[src/rtl/phyreg_pkg.sv]
package phyreg_pkg;
    localparam int WORD_W     = 32;
    localparam int HALF_W     = WORD_W / 2;
    localparam int ADDR_W     = 8;
    localparam int NUM_CTRL   = 7;
    localparam logic [ADDR_W-1:0] STATUS_OFF = 8'h20;

    // register indices whose fields feed the PHY pins
    localparam int PWR_REG    = 6;
    localparam int TIMING_REG = 0;

    // field positions inside the power register
    localparam int PWR_BIT    = 0;
    localparam int DLLEN_BIT  = 1;
    localparam int DRV_LSB    = 4;
    localparam int DRV_W      = 3;

    // field positions inside the timing register
    localparam int TAPSEL_LSB = 7;
    localparam int TAPSEL_W   = 4;
    localparam int TAPEN_BIT  = 11;
    localparam int FREQ_LSB   = 12;
    localparam int FREQ_W     = 2;

    // status bit positions
    localparam int CAL_BIT    = 6;
    localparam int LOCK_BIT   = 5;

    typedef logic [HALF_W-1:0] half_t;
endpackage

[src/rtl/phyreg_decode.sv]
module phyreg_decode #(
    parameter int ADDR_W   = 8,
    parameter int NUM_CTRL = 7,
    parameter logic [ADDR_W-1:0] STATUS_OFF = 8'h20
) (
    input  logic [ADDR_W-1:0]   addr,
    output logic [NUM_CTRL-1:0] ctrl_sel,
    output logic                status_sel
);
    localparam int IDX_W = ADDR_W - 2;

    logic aligned;
    logic [IDX_W-1:0] word_idx;

    assign aligned  = (addr[1:0] == 2'b00);
    assign word_idx = addr[ADDR_W-1:2];

    for (genvar i = 0; i < NUM_CTRL; i++) begin : g_sel
        assign ctrl_sel[i] = aligned && (word_idx == IDX_W'(i));
    end

    assign status_sel = (addr == STATUS_OFF);
endmodule

[src/rtl/phyreg_cell.sv]
module phyreg_cell #(
    parameter int HALF_W = 16
) (
    input  logic              clk,
    input  logic              rst_n,
    input  logic              wr_en,
    input  logic [HALF_W-1:0] wr_val,
    input  logic [HALF_W-1:0] wr_mask,
    output logic [HALF_W-1:0] q
);
    typedef struct packed {
        logic [HALF_W-1:0] val;
    } cell_t;

    cell_t state_d, state_q;

    always_comb begin
        state_d = state_q;
        if (wr_en) begin
            state_d.val = (state_q.val & ~wr_mask) | (wr_val & wr_mask);
        end
    end

    always_ff @(posedge clk or negedge rst_n) begin
        if (!rst_n) state_q <= '0;
        else        state_q <= state_d;
    end

    assign q = state_q.val;

    // bits without their enable never move on a write
    assert_masked_hold_R1: assert property (@(posedge clk) disable iff (!rst_n)
        wr_en |=> (((q ^ $past(q)) & ~$past(wr_mask)) == '0));

    // enabled bits take the written value
    assert_masked_take_R1: assert property (@(posedge clk) disable iff (!rst_n)
        wr_en |=> ((q & $past(wr_mask)) == ($past(wr_val) & $past(wr_mask))));

    // no write, no change
    assert_idle_hold_R1: assert property (@(posedge clk) disable iff (!rst_n)
        !wr_en |=> $stable(q));
endmodule

[src/rtl/phy_ctrl_regs.sv]
module phy_ctrl_regs
    import phyreg_pkg::*;
#(
    parameter int WORD_W_P   = WORD_W,
    parameter int ADDR_W_P   = ADDR_W,
    parameter int NUM_CTRL_P = NUM_CTRL
) (
    input  logic                clk,
    input  logic                rst_n,
    input  logic                req_valid,
    input  logic                req_write,
    input  logic [ADDR_W_P-1:0] req_addr,
    input  logic [WORD_W_P-1:0] req_wdata,
    output logic [WORD_W_P-1:0] rsp_rdata,
    input  logic                cal_done_i,
    input  logic                dll_ready_i,
    output logic                pwr_on_o,
    output logic                dll_en_o,
    output logic [DRV_W-1:0]    drive_code_o,
    output logic [FREQ_W-1:0]   dll_freq_o,
    output logic                tap_en_o,
    output logic [TAPSEL_W-1:0] tap_sel_o
);
    localparam int H_W = WORD_W_P / 2;

    typedef struct packed {
        logic [WORD_W_P-1:0] rdata;
    } top_t;

    logic [NUM_CTRL_P-1:0] ctrl_sel;
    logic                  status_sel;
    logic [H_W-1:0]        bank [NUM_CTRL_P];
    logic [NUM_CTRL_P*H_W-1:0] bank_flat;
    logic [WORD_W_P-1:0]   rd_val;
    top_t state_d, state_q;

    phyreg_decode #(
        .ADDR_W     (ADDR_W_P),
        .NUM_CTRL   (NUM_CTRL_P),
        .STATUS_OFF (STATUS_OFF[ADDR_W_P-1:0])
    ) u_decode (
        .addr       (req_addr),
        .ctrl_sel   (ctrl_sel),
        .status_sel (status_sel)
    );

    for (genvar i = 0; i < NUM_CTRL_P; i++) begin : g_reg
        phyreg_cell #(.HALF_W(H_W)) u_cell (
            .clk     (clk),
            .rst_n   (rst_n),
            .wr_en   (req_valid && req_write && ctrl_sel[i]),
            .wr_val  (req_wdata[H_W-1:0]),
            .wr_mask (req_wdata[WORD_W_P-1:H_W]),
            .q       (bank[i])
        );
        assign bank_flat[i*H_W +: H_W] = bank[i];
    end

    always_comb begin
        rd_val = '0;
        for (int i = 0; i < NUM_CTRL_P; i++) begin
            if (ctrl_sel[i]) rd_val[H_W-1:0] = rd_val[H_W-1:0] | bank[i];
        end
        if (status_sel) begin
            rd_val[CAL_BIT]  = cal_done_i;
            rd_val[LOCK_BIT] = dll_ready_i;
        end
        state_d = state_q;
        if (req_valid && !req_write) state_d.rdata = rd_val;
    end

    always_ff @(posedge clk or negedge rst_n) begin
        if (!rst_n) state_q <= '0;
        else        state_q <= state_d;
    end

    assign rsp_rdata    = state_q.rdata;
    assign pwr_on_o     = bank[PWR_REG][PWR_BIT];
    assign dll_en_o     = bank[PWR_REG][DLLEN_BIT];
    assign drive_code_o = bank[PWR_REG][DRV_LSB +: DRV_W];
    assign dll_freq_o   = bank[TIMING_REG][FREQ_LSB +: FREQ_W];
    assign tap_en_o     = bank[TIMING_REG][TAPEN_BIT];
    assign tap_sel_o    = bank[TIMING_REG][TAPSEL_LSB +: TAPSEL_W];

    // at most one control register is selected by any offset
    assert_one_select_R3: assert property (@(posedge clk) disable iff (!rst_n)
        $onehot0(ctrl_sel));

    // control reads never return upper-half bits
    assert_upper_zero_R2: assert property (@(posedge clk) disable iff (!rst_n)
        (req_valid && !req_write && (|ctrl_sel)) |=> (rsp_rdata[WORD_W_P-1:H_W] == '0));

    // status read reflects the flag pins of the request cycle
    assert_status_read_R4: assert property (@(posedge clk) disable iff (!rst_n)
        (req_valid && !req_write && status_sel) |=>
        (rsp_rdata == ((WORD_W_P'($past(cal_done_i)) << CAL_BIT) |
                       (WORD_W_P'($past(dll_ready_i)) << LOCK_BIT))));

    // writes that hit no control register leave the whole bank alone
    assert_ignored_write_R5: assert property (@(posedge clk) disable iff (!rst_n)
        (req_valid && req_write && !(|ctrl_sel)) |=> $stable(bank_flat));

    // unmapped reads return zero
    assert_unmapped_read_R5: assert property (@(posedge clk) disable iff (!rst_n)
        (req_valid && !req_write && !(|ctrl_sel) && !status_sel) |=> (rsp_rdata == '0));
endmodule

[config.mk]
export PLATFORM = sky130hd
export DESIGN_NAME = phy_ctrl_regs
export DESIGN_NICKNAME = d
export VERILOG_FILES = /design/src/rtl/phyreg_pkg.sv /design/src/rtl/phyreg_decode.sv /design/src/rtl/phyreg_cell.sv /design/src/rtl/phy_ctrl_regs.sv
export SDC_FILE = /design/constraint.sdc
export NUM_CORES = 1
export LEC_CHECK = 0
export BUFFER_PORTS_ARGS = -buffer_cell sky130_fd_sc_hd__buf_4
export CAP_MARGIN = 10
export CORE_ASPECT_RATIO = 1.4
export CORE_UTILIZATION = 25
export DETAILED_ROUTE_END_ITERATION = 8
export HOLD_SLACK_MARGIN = 0.1
export PLACE_DENSITY_LB_ADDON = 0.15
export SYNTH_ARGS = -nofsm -noshare
export SYNTH_HDL_FRONTEND = slang
export SYNTH_SLANG_ARGS = --single-unit
export TNS_END_PERCENT = 1
[constraint.sdc]
create_clock -name clk -period 1.5 [get_ports clk]
set_input_delay 0.075 -clock clk [delete_from_list [all_inputs] [get_ports clk]]
set_output_delay 0.075 -clock clk [all_outputs]
set_load 0.01 [all_outputs]
==> insert_results.sql, run 1 <==
INSERT INTO impl_metrics (metric_group, metric, value, unit) VALUES
('synth', 'most_repeated_cell_in_the_gate_level_netlist_after_synthesis', 'dfrtp_1', ''),
('global_routing', 'grt_antenna_before_repair', '0', ''),
('placement', 'placement.io_buffers', '73', ''),
('setup_path', 'critPathRequiredTime', '1810', 'ps'),
('synth', 'library_cells_used_by_synthesis', '41', ''),
('min_path', 'hold_path_end', 'rsp_rdata[5]', ''),
('setup_path', 'critical_path.max_fanout', '6', ''),
('synth', 'synth_seq_area_share', '0.492', ''),
('synth', 'asyncSetResetFlopFracSynth', '1.00', ''),
('floorplanning', 'die_width', '138', 'µm'),
('synth', 'synth-seq-cells', '128', ''),
('synth', 'ys_top_cells_by_count', 'dfrtp_1 (128), nand2_1 (115), mux2_2 (89)', ''),
('detailed_routing', 'avgViaCountPerCell', '4.66', ''),
('setup_path', 'regToRegEndpoint', 'rsp_rdata[8]', ''),
('outcome', 'violations', 'DRC', ''),
('synth', 'syn_area', '6510', 'µm²'),
('global_routing', 'grtUsageTotal', '0.153', ''),
('sta', 'slew_headroom', '0.657', ''),
('global_routing', 'largest_net_degree_at_the_start_of_global_routing', '35', ''),
('clock_network', 'clock_sinks', '128', ''),
('setup_path', 'crit_type', 'input port to flop', ''),
('sta', 'final_hold_viol_count', '0', ''),
('setup_path', 'register_to_register_path_depth', '3', ''),
('clock_network', 'root_buffer', 'clkbuf_16', ''),
('detailed_routing', 'wirelength', '19200', 'µm'),
('outcome', 'run_status', 'complete, but fails checks', ''),
('power', 'powerDensity', '1010', 'nW/µm²'),
('synth', 'post_synth_main_area_contributors', 'dfrtp_1 (49%), mux2_2 (15%), nand2_1 (6.6%)', ''),
('sta', 'min_period_over_period', '0.974', ''),
('flow_run', 'max_cap_viol_count', '0', ''),
('global_routing', 'first_global_vias', '5203', ''),
('final_layout', 'layout-drive-gt1-share', '0.402', ''),
('placement', 'dpl.cell_count', '972', ''),
('floorplanning', 'die-height', '193', 'µm'),
('clock_network', 'tritoncts.num_buffers', '17', ''),
('min_path', 'hold_path_cells', '5', ''),
('final_layout', 'fillers', '2513', ''),
('final_layout', 'areaGrowthSynthToFinish', '35.1', '%'),
('floorplanning', 'ioPinCount', '90', ''),
('floorplanning', 'fp.coreArea', '25500', 'µm²'),
('sta', 'fin_skew', '8.54', 'ps'),
('power', 'worst_ir_drop_vdd', '0.759', 'mV'),
('final_layout', 'fin_nets', '751', ''),
('sta', 'layout_min_cycle_time', '1460', 'ps'),
('synth', 'post_synth_fa_ha_maj_area_fraction', '0', ''),
('final_layout', 'antenna_cells_inserted', '0', ''),
('placement', 'place.gp.congestion', '0.780', ''),
('synth', 'synth_enable_flop_cells', '0', ''),
('global_routing', 'overflow', '0', ''),
('synth', 'area_share_of_the_largest_cell_type_after_synthesis', '0.492', ''),
('clock_network', 'clk_pin_slew_worst_paths', '60', 'ps'),
('setup_path', 'ff2ff_setup_slack', '80', 'ps'),
('min_path', 'worstHoldPathType', 'input port to flop', ''),
('synth', 'synth-compound-area-share', '0.0613', ''),
('synth', 'synth-xor-area-share', '0', ''),
('detailed_routing', 'post_drt_wl_per_cell', '18.6', 'µm'),
('synth', 'synth_top_cell_by_area', 'dfrtp_1', ''),
('clock_network', 'cts.htree.levels', '4', ''),
('detailed_routing', 'drc_errors', '16', ''),
('setup_path', 'critPathCaptureType', 'flop', ''),
('floorplanning', 'fp.dieArea', '26700', 'µm²'),
('synth', 'ys.flop_type', 'dfrtp_1', ''),
('synth', 'yosys_warnings', '0', ''),
('clock_network', 'cts.repair_timing.setup_buffer_count', '0', ''),
('min_path', 'min_from', 'req_addr[4]', ''),
('sta', 'post_layout_worst_setup_margin', '39.6', 'ps'),
('synth', 'synth-simple-area-share', '0.122', ''),
('clock_network', 'clk_latency', '430', 'ps'),
('setup_path', 'arrival', '1770', 'ps'),
('clock_network', 'tritoncts', 'yes', ''),
('sta', 'max_freq', '0.685', 'GHz');
power breakdown:
| part | leakage, nW | internal, mW | total [mW] | switching [mW] |
|---|---|---|---|---|
| Sequential | 1.75 | 3.55 | 3.60 | 0.0552 |
| Clock | 0.296 | 2.82 | 4.38 | 1.57 |
| Combinational | 2.11 | 0.404 | 0.865 | 0.461 |
how the worst max path moves through the flow:
| stage | depth (start not counted) | to | from | slack, ps |
|---|---|---|---|---|
| 2_1_floorplan | 7 | flop | req_addr[4] | -180 |
| 3_3_place_gp | 6 | flop | req_addr[1] | -440 |
| 3_5_place_dp | 6 | flop | req_addr[1] | -480 |
| 4_1_cts | 6 | flop | req_addr[5] | 8 |
| 5_1_grt | 3 | rsp_rdata[11] | flop | 20 |
| 6_report | 6 | flop | req_addr[5] | 40 |
critical path: stages:
cell     delay, ps
buf_4          120
or4_4          630
nor3_4         360
buf_4          230
nand2_1         70
mux2_2         270
cell families (layout without fill, tap and decap cells):
group | count (synthesis) | after routing
and+or+nand+nor | 173 | 173
muxes | 144 | 144
DFF | 128 | 128
buffers and inverters | 57 | 205
AOI/OAI and AO/OA | 51 | 51
other | 1 | 16
through the flow:
stage / TNS (ps) / total power [mW] / cell area [µm²] / util
finish: 0 / 8.85 / 8800 / 0.345
global route: 0 / 9.18 / 8800 / 0.345
CTS: 0 / 8.97 / 8810 / 0.346
detailed placement: -37160 / 4.47 / 7790 / 0.306
global placement: -35320 / 4.46 / 7790 / 0.306
floorplan: -11010 / 3.98 / 6590 / -
placed cells by master (no fill, tap or decap), drive strengths merged, types with 3 or more instances in the layout:
cell	netlist	routed
buf	39	133
dfrtp	128	128
nand2	115	115
mux2	113	113
dlygate4sd3	0	35
nor2	32	32
clkbuf	12	22
mux2i	21	21
conb	1	16
o2bb2ai	15	15
mux4	10	10
a221oi	10	10
nor3	9	9
inv	6	6
a21oi	6	6
a31oi	5	5
o21ai	4	4
clkinvlp	0	4
nand3	3	3
nor4	3	3
a22o	3	3
bufinv	0	3
nor2b	3	3
layout make-up:
type / instances / area, µm² / area share
timing repair buffer: 168 / 1490 / 0.169
tap: 319 / 399 / 0.0454
multi-input combinational: 384 / 3060 / 0.348
clock buffer: 22 / 494 / 0.0562
clock inverter: 9 / 130 / 0.0148
sequential: 128 / 3200 / 0.364
inverter: 6 / 22.5 / 0.00256
repair_timing:
action	CTS	global route
hold buffers	35	0
endpoints found under the hold margin	242	0
endpoints found under the setup margin	10	6
pin swaps	2	2
gates resized for setup	7	0
cloned	0	0
metal layers:
metal  global-route usage  up-vias  wire length, µm
li1                     -     2236                -
met1                0.186     2466             8440
met2                0.271      102             9780
met3               0.0230       23              530
met4               0.0683        0              479
met5                    0        -                0
Note: power is estimated with default switching activity, not from simulation.
==> run 2, diff against run 1 <==
--- a/config.mk
+++ b/config.mk
@@ -9,6 +9,7 @@
 export CAP_MARGIN = 10
 export CORE_ASPECT_RATIO = 1.4
 export CORE_UTILIZATION = 25
+export CTS_BUF_LIST = sky130_fd_sc_hd__clkbuf_16
 export DETAILED_ROUTE_END_ITERATION = 8
 export HOLD_SLACK_MARGIN = 0.1
 export PLACE_DENSITY_LB_ADDON = 0.15
==> run 2 against run 1 <==
Compared with the run above:
- the flow still finishes with violations (DRC)
- cell count unchanged
- clock skew about the same
- maximum frequency up 0.37%
- sequential power about the same
- critical path type unchanged
==> insert_results.sql, run 2 (synthesis results as in run 1) <==
INSERT INTO impl_metrics (metric_group, metric, value, unit) VALUES
('final_layout', 'post-route-util', '0.344', ''),
('final_layout', 'fin_area', '8750', 'µm²'),
('detailed_routing', 'post_drt_wl_per_cell', '18.5', 'µm'),
('power', 'powerDensity', '981', 'nW/µm²'),
('global_routing', 'largest_net_degree_at_the_start_of_global_routing', '35', ''),
('setup_path', 'critical-path-max-stage-delay', '630', 'ps'),
('clock_network', 'cts.repair_timing.setup_buffer_count', '0', ''),
('clock_network', 'clock_tree.buffer_depth', '2', ''),
('floorplanning', 'rows', '69', ''),
('clock_network', 'root_buffer', 'clkbuf_16', ''),
('placement', 'placement.io_buffers', '73', ''),
('detailed_routing', 'avgViaCountPerCell', '4.66', ''),
('final_layout', 'multi_input_comb_area', '3060', 'µm²'),
('clock_network', 'tritoncts', 'yes', ''),
('clock_network', 'clock_sinks', '128', ''),
('floorplanning', 'die-height', '193', 'µm'),
('final_layout', 'layout-drive-gt1-share', '0.395', ''),
('final_layout', 'layout.cells.most_common', 'dfrtp_1', ''),
('detailed_routing', 'top_routing_layer_in_use', 'met4', ''),
('setup_path', 'arrival', '1770', 'ps'),
('setup_path', 'timing.critical_path.from_type', 'input port', ''),
('setup_path', 'cpLargestDelayFamily', 'simple AND/OR/NAND/NOR gates', ''),
('floorplanning', 'fp.dieArea', '26700', 'µm²'),
('sta', 'grt_setup_unrepaired', 'false', ''),
('final_layout', 'fillers', '2518', ''),
('flow_run', 'max_cap_viol_count', '0', ''),
('setup_path', 'path_cells', 'buf_4 -> or4_4 -> nor3_4 -> buf_4 -> nand2_1 -> mux2_2', ''),
('final_layout', 'regArea', '3200', 'µm²'),
('power', 'worst_ir_drop_vdd', '0.768', 'mV'),
('clock_network', 'clk_latency', '430', 'ps'),
('final_layout', 'layout_common_cells', 'dfrtp_1 (128), buf_4 (121), nand2_1 (115)', ''),
('setup_path', 'register_to_register_path_depth', '3', ''),
('setup_path', 'crit_type', 'input port to flop', ''),
('sta', 'setup_violations', '0', ''),
('detailed_routing', 'met3WireLength', '571', 'µm'),
('sta', 'worst_slew_pin_slew', '511', 'ps'),
('global_routing', 'overflow', '0', ''),
('global_routing', 'first_global_vias', '5217', ''),
('detailed_routing', 'wirelength', '19200', 'µm'),
('detailed_routing', 'wirelength_met1', '8390', 'µm'),
('setup_path', 'critical_path.max_fanout', '6', ''),
('clock_network', 'cts.htree.levels', '4', ''),
('global_routing', 'grtUsageTotal', '0.153', ''),
('placement', 'post_dp_cell_area', '7790', 'µm²'),
('floorplanning', 'die_width', '138', 'µm'),
('min_path', 'min_from', 'req_addr[4]', ''),
('setup_path', 'worst_path_cell_with_the_longest_stage_delay', 'or4_4', ''),
('final_layout', 'fin_nets', '751', ''),
('power', 'power_leakage', '4.13', 'nW'),
('floorplanning', 'ioPinCount', '90', ''),
('sta', 'final_hold_viol_count', '0', ''),
('global_routing', 'grt_antenna_before_repair', '0', ''),
('outcome', 'violations', 'DRC', ''),
('detailed_routing', 'num_vias', '4827', ''),
('floorplanning', 'start_util', '0.256', ''),
('setup_path', 'worst_path_most_repeated_cell', 'buf_4', ''),
('setup_path', 'worstSetupPathDepth', '6', ''),
('setup_path', 'critPathCaptureType', 'flop', ''),
('global_routing', 'wire_length_of_the_first_global_routing_pass', '30600', 'µm'),
('placement', 'place.detailed.hpwl', '13900', 'µm'),
('detailed_routing', 'ant_nets', '0', ''),
('final_layout', 'areaGrowthSynthToFinish', '34.3', '%'),
('setup_path', 'worst_setup_path_startpoint', 'req_addr[5]', ''),
('sta', 'layout_min_cycle_time', '1450', 'ps'),
('min_path', 'hold_path_cells', '5', ''),
('setup_path', 'critPathRequiredTime', '1810', 'ps'),
('placement', 'place.gp.congestion', '0.780', ''),
('outcome', 'run_status', 'complete, but fails checks', ''),
('detailed_routing', 'drt_iter0_markers', '235', ''),
('clock_network', 'clk_pin_slew_worst_paths', '60', 'ps'),
('sta', 'timing.final.max_slew_violations', '0', ''),
('detailed_routing', 'detailedRoute.firstPassIterationCount', '6', ''),
('sta', 'fin_skew', '8.22', 'ps'),
('sta', 'min_period_over_period', '0.970', ''),
('min_path', 'worstHoldPathType', 'input port to flop', ''),
('setup_path', 'critPathBufInv', '2', ''),
('final_layout', 'antenna_cells_inserted', '0', ''),
('sta', 'slew_headroom', '0.660', ''),
('clock_network', 'tritoncts.num_buffers', '17', ''),
('floorplanning', 'fp.coreArea', '25500', 'µm²'),
('detailed_routing', 'detailroute.wirelength.met2', '9790', 'µm'),
('detailed_routing', 'drc_errors', '16', ''),
('sta', 'max_freq', '0.687', 'GHz');
[run 2: cell types whose count changed in the layout (fill, tap and decap cells not counted)]
cell,previous run,this run
clkbuf_8,5,0
clkinv_1,0,5
[run 2: timing repair]
item | in CTS | in global routing
endpoints found under the setup margin | 10 | 6
hold buffers | 35 | 0
resized for setup | 7 | 0
pin swaps | 2 | 2
hold endpoints to repair | 242 | 0
[run 2: worst paths after layout]
check | slack, ps | endpoint
worst max-delay path | 50 | flop
worst min-delay path | 130 | rsp_rdata[5]
worst max register to register | 80 | rsp_rdata[8]
worst min register to register | 490 | flop
max in group asynchronous | 710 | asynchronous set/reset pin
min in group asynchronous | 150 | asynchronous set/reset pin
[run 2: metrics by stage]
| step | power (mW) | TNS, ps | cells | setup WS [ps] | hold slack [ps] |
|---|---|---|---|---|---|
| 2_1_floorplan | 3.98 | -11010 | 569 | -178 | -221 |
| 3_3_place_gp | 4.46 | -35320 | 972 | -438 | 70.2 |
| 3_5_place_dp | 4.47 | -37160 | 972 | -483 | 78.2 |
| 4_1_cts | 8.70 | 0 | 1037 | 6.21 | 119 |
| 5_1_grt | 8.91 | 0 | 1036 | 26.2 | 195 |
| 6_report | 8.59 | 0 | 1036 | 45.0 | 130 |
[run 2: worst min-delay path, stage by stage]
cell and delay (ps):
buf_4 100, nor3_1 50, buf_4 140, o21ai_0 70, a21oi_1 70
[run 2: metal layers]
| metal | up-vias | GRT usage |
|---|---|---|
| met2 | 107 | 0.273 |
| met4 | 0 | 0.0631 |
| met1 | 2462 | 0.185 |
| met5 | - | 0 |
| met3 | 24 | 0.0237 |
| li1 | 2234 | - |
[run 2: power by group]
part | leakage (nW) | internal (mW) | switching (mW)
Combinational | 2.11 | 0.404 | 0.460
Sequential | 1.75 | 3.55 | 0.0548
Clock | 0.268 | 2.56 | 1.56
[run 2: cell type report]
class / instances / area share
sequential: 128 / 0.366
multi-input combinational: 384 / 0.350
timing repair buffer: 168 / 0.170
clock buffer: 17 / 0.0486
tap: 319 / 0.0456
clock inverter: 14 / 0.0170
inverter: 6 / 0.00257
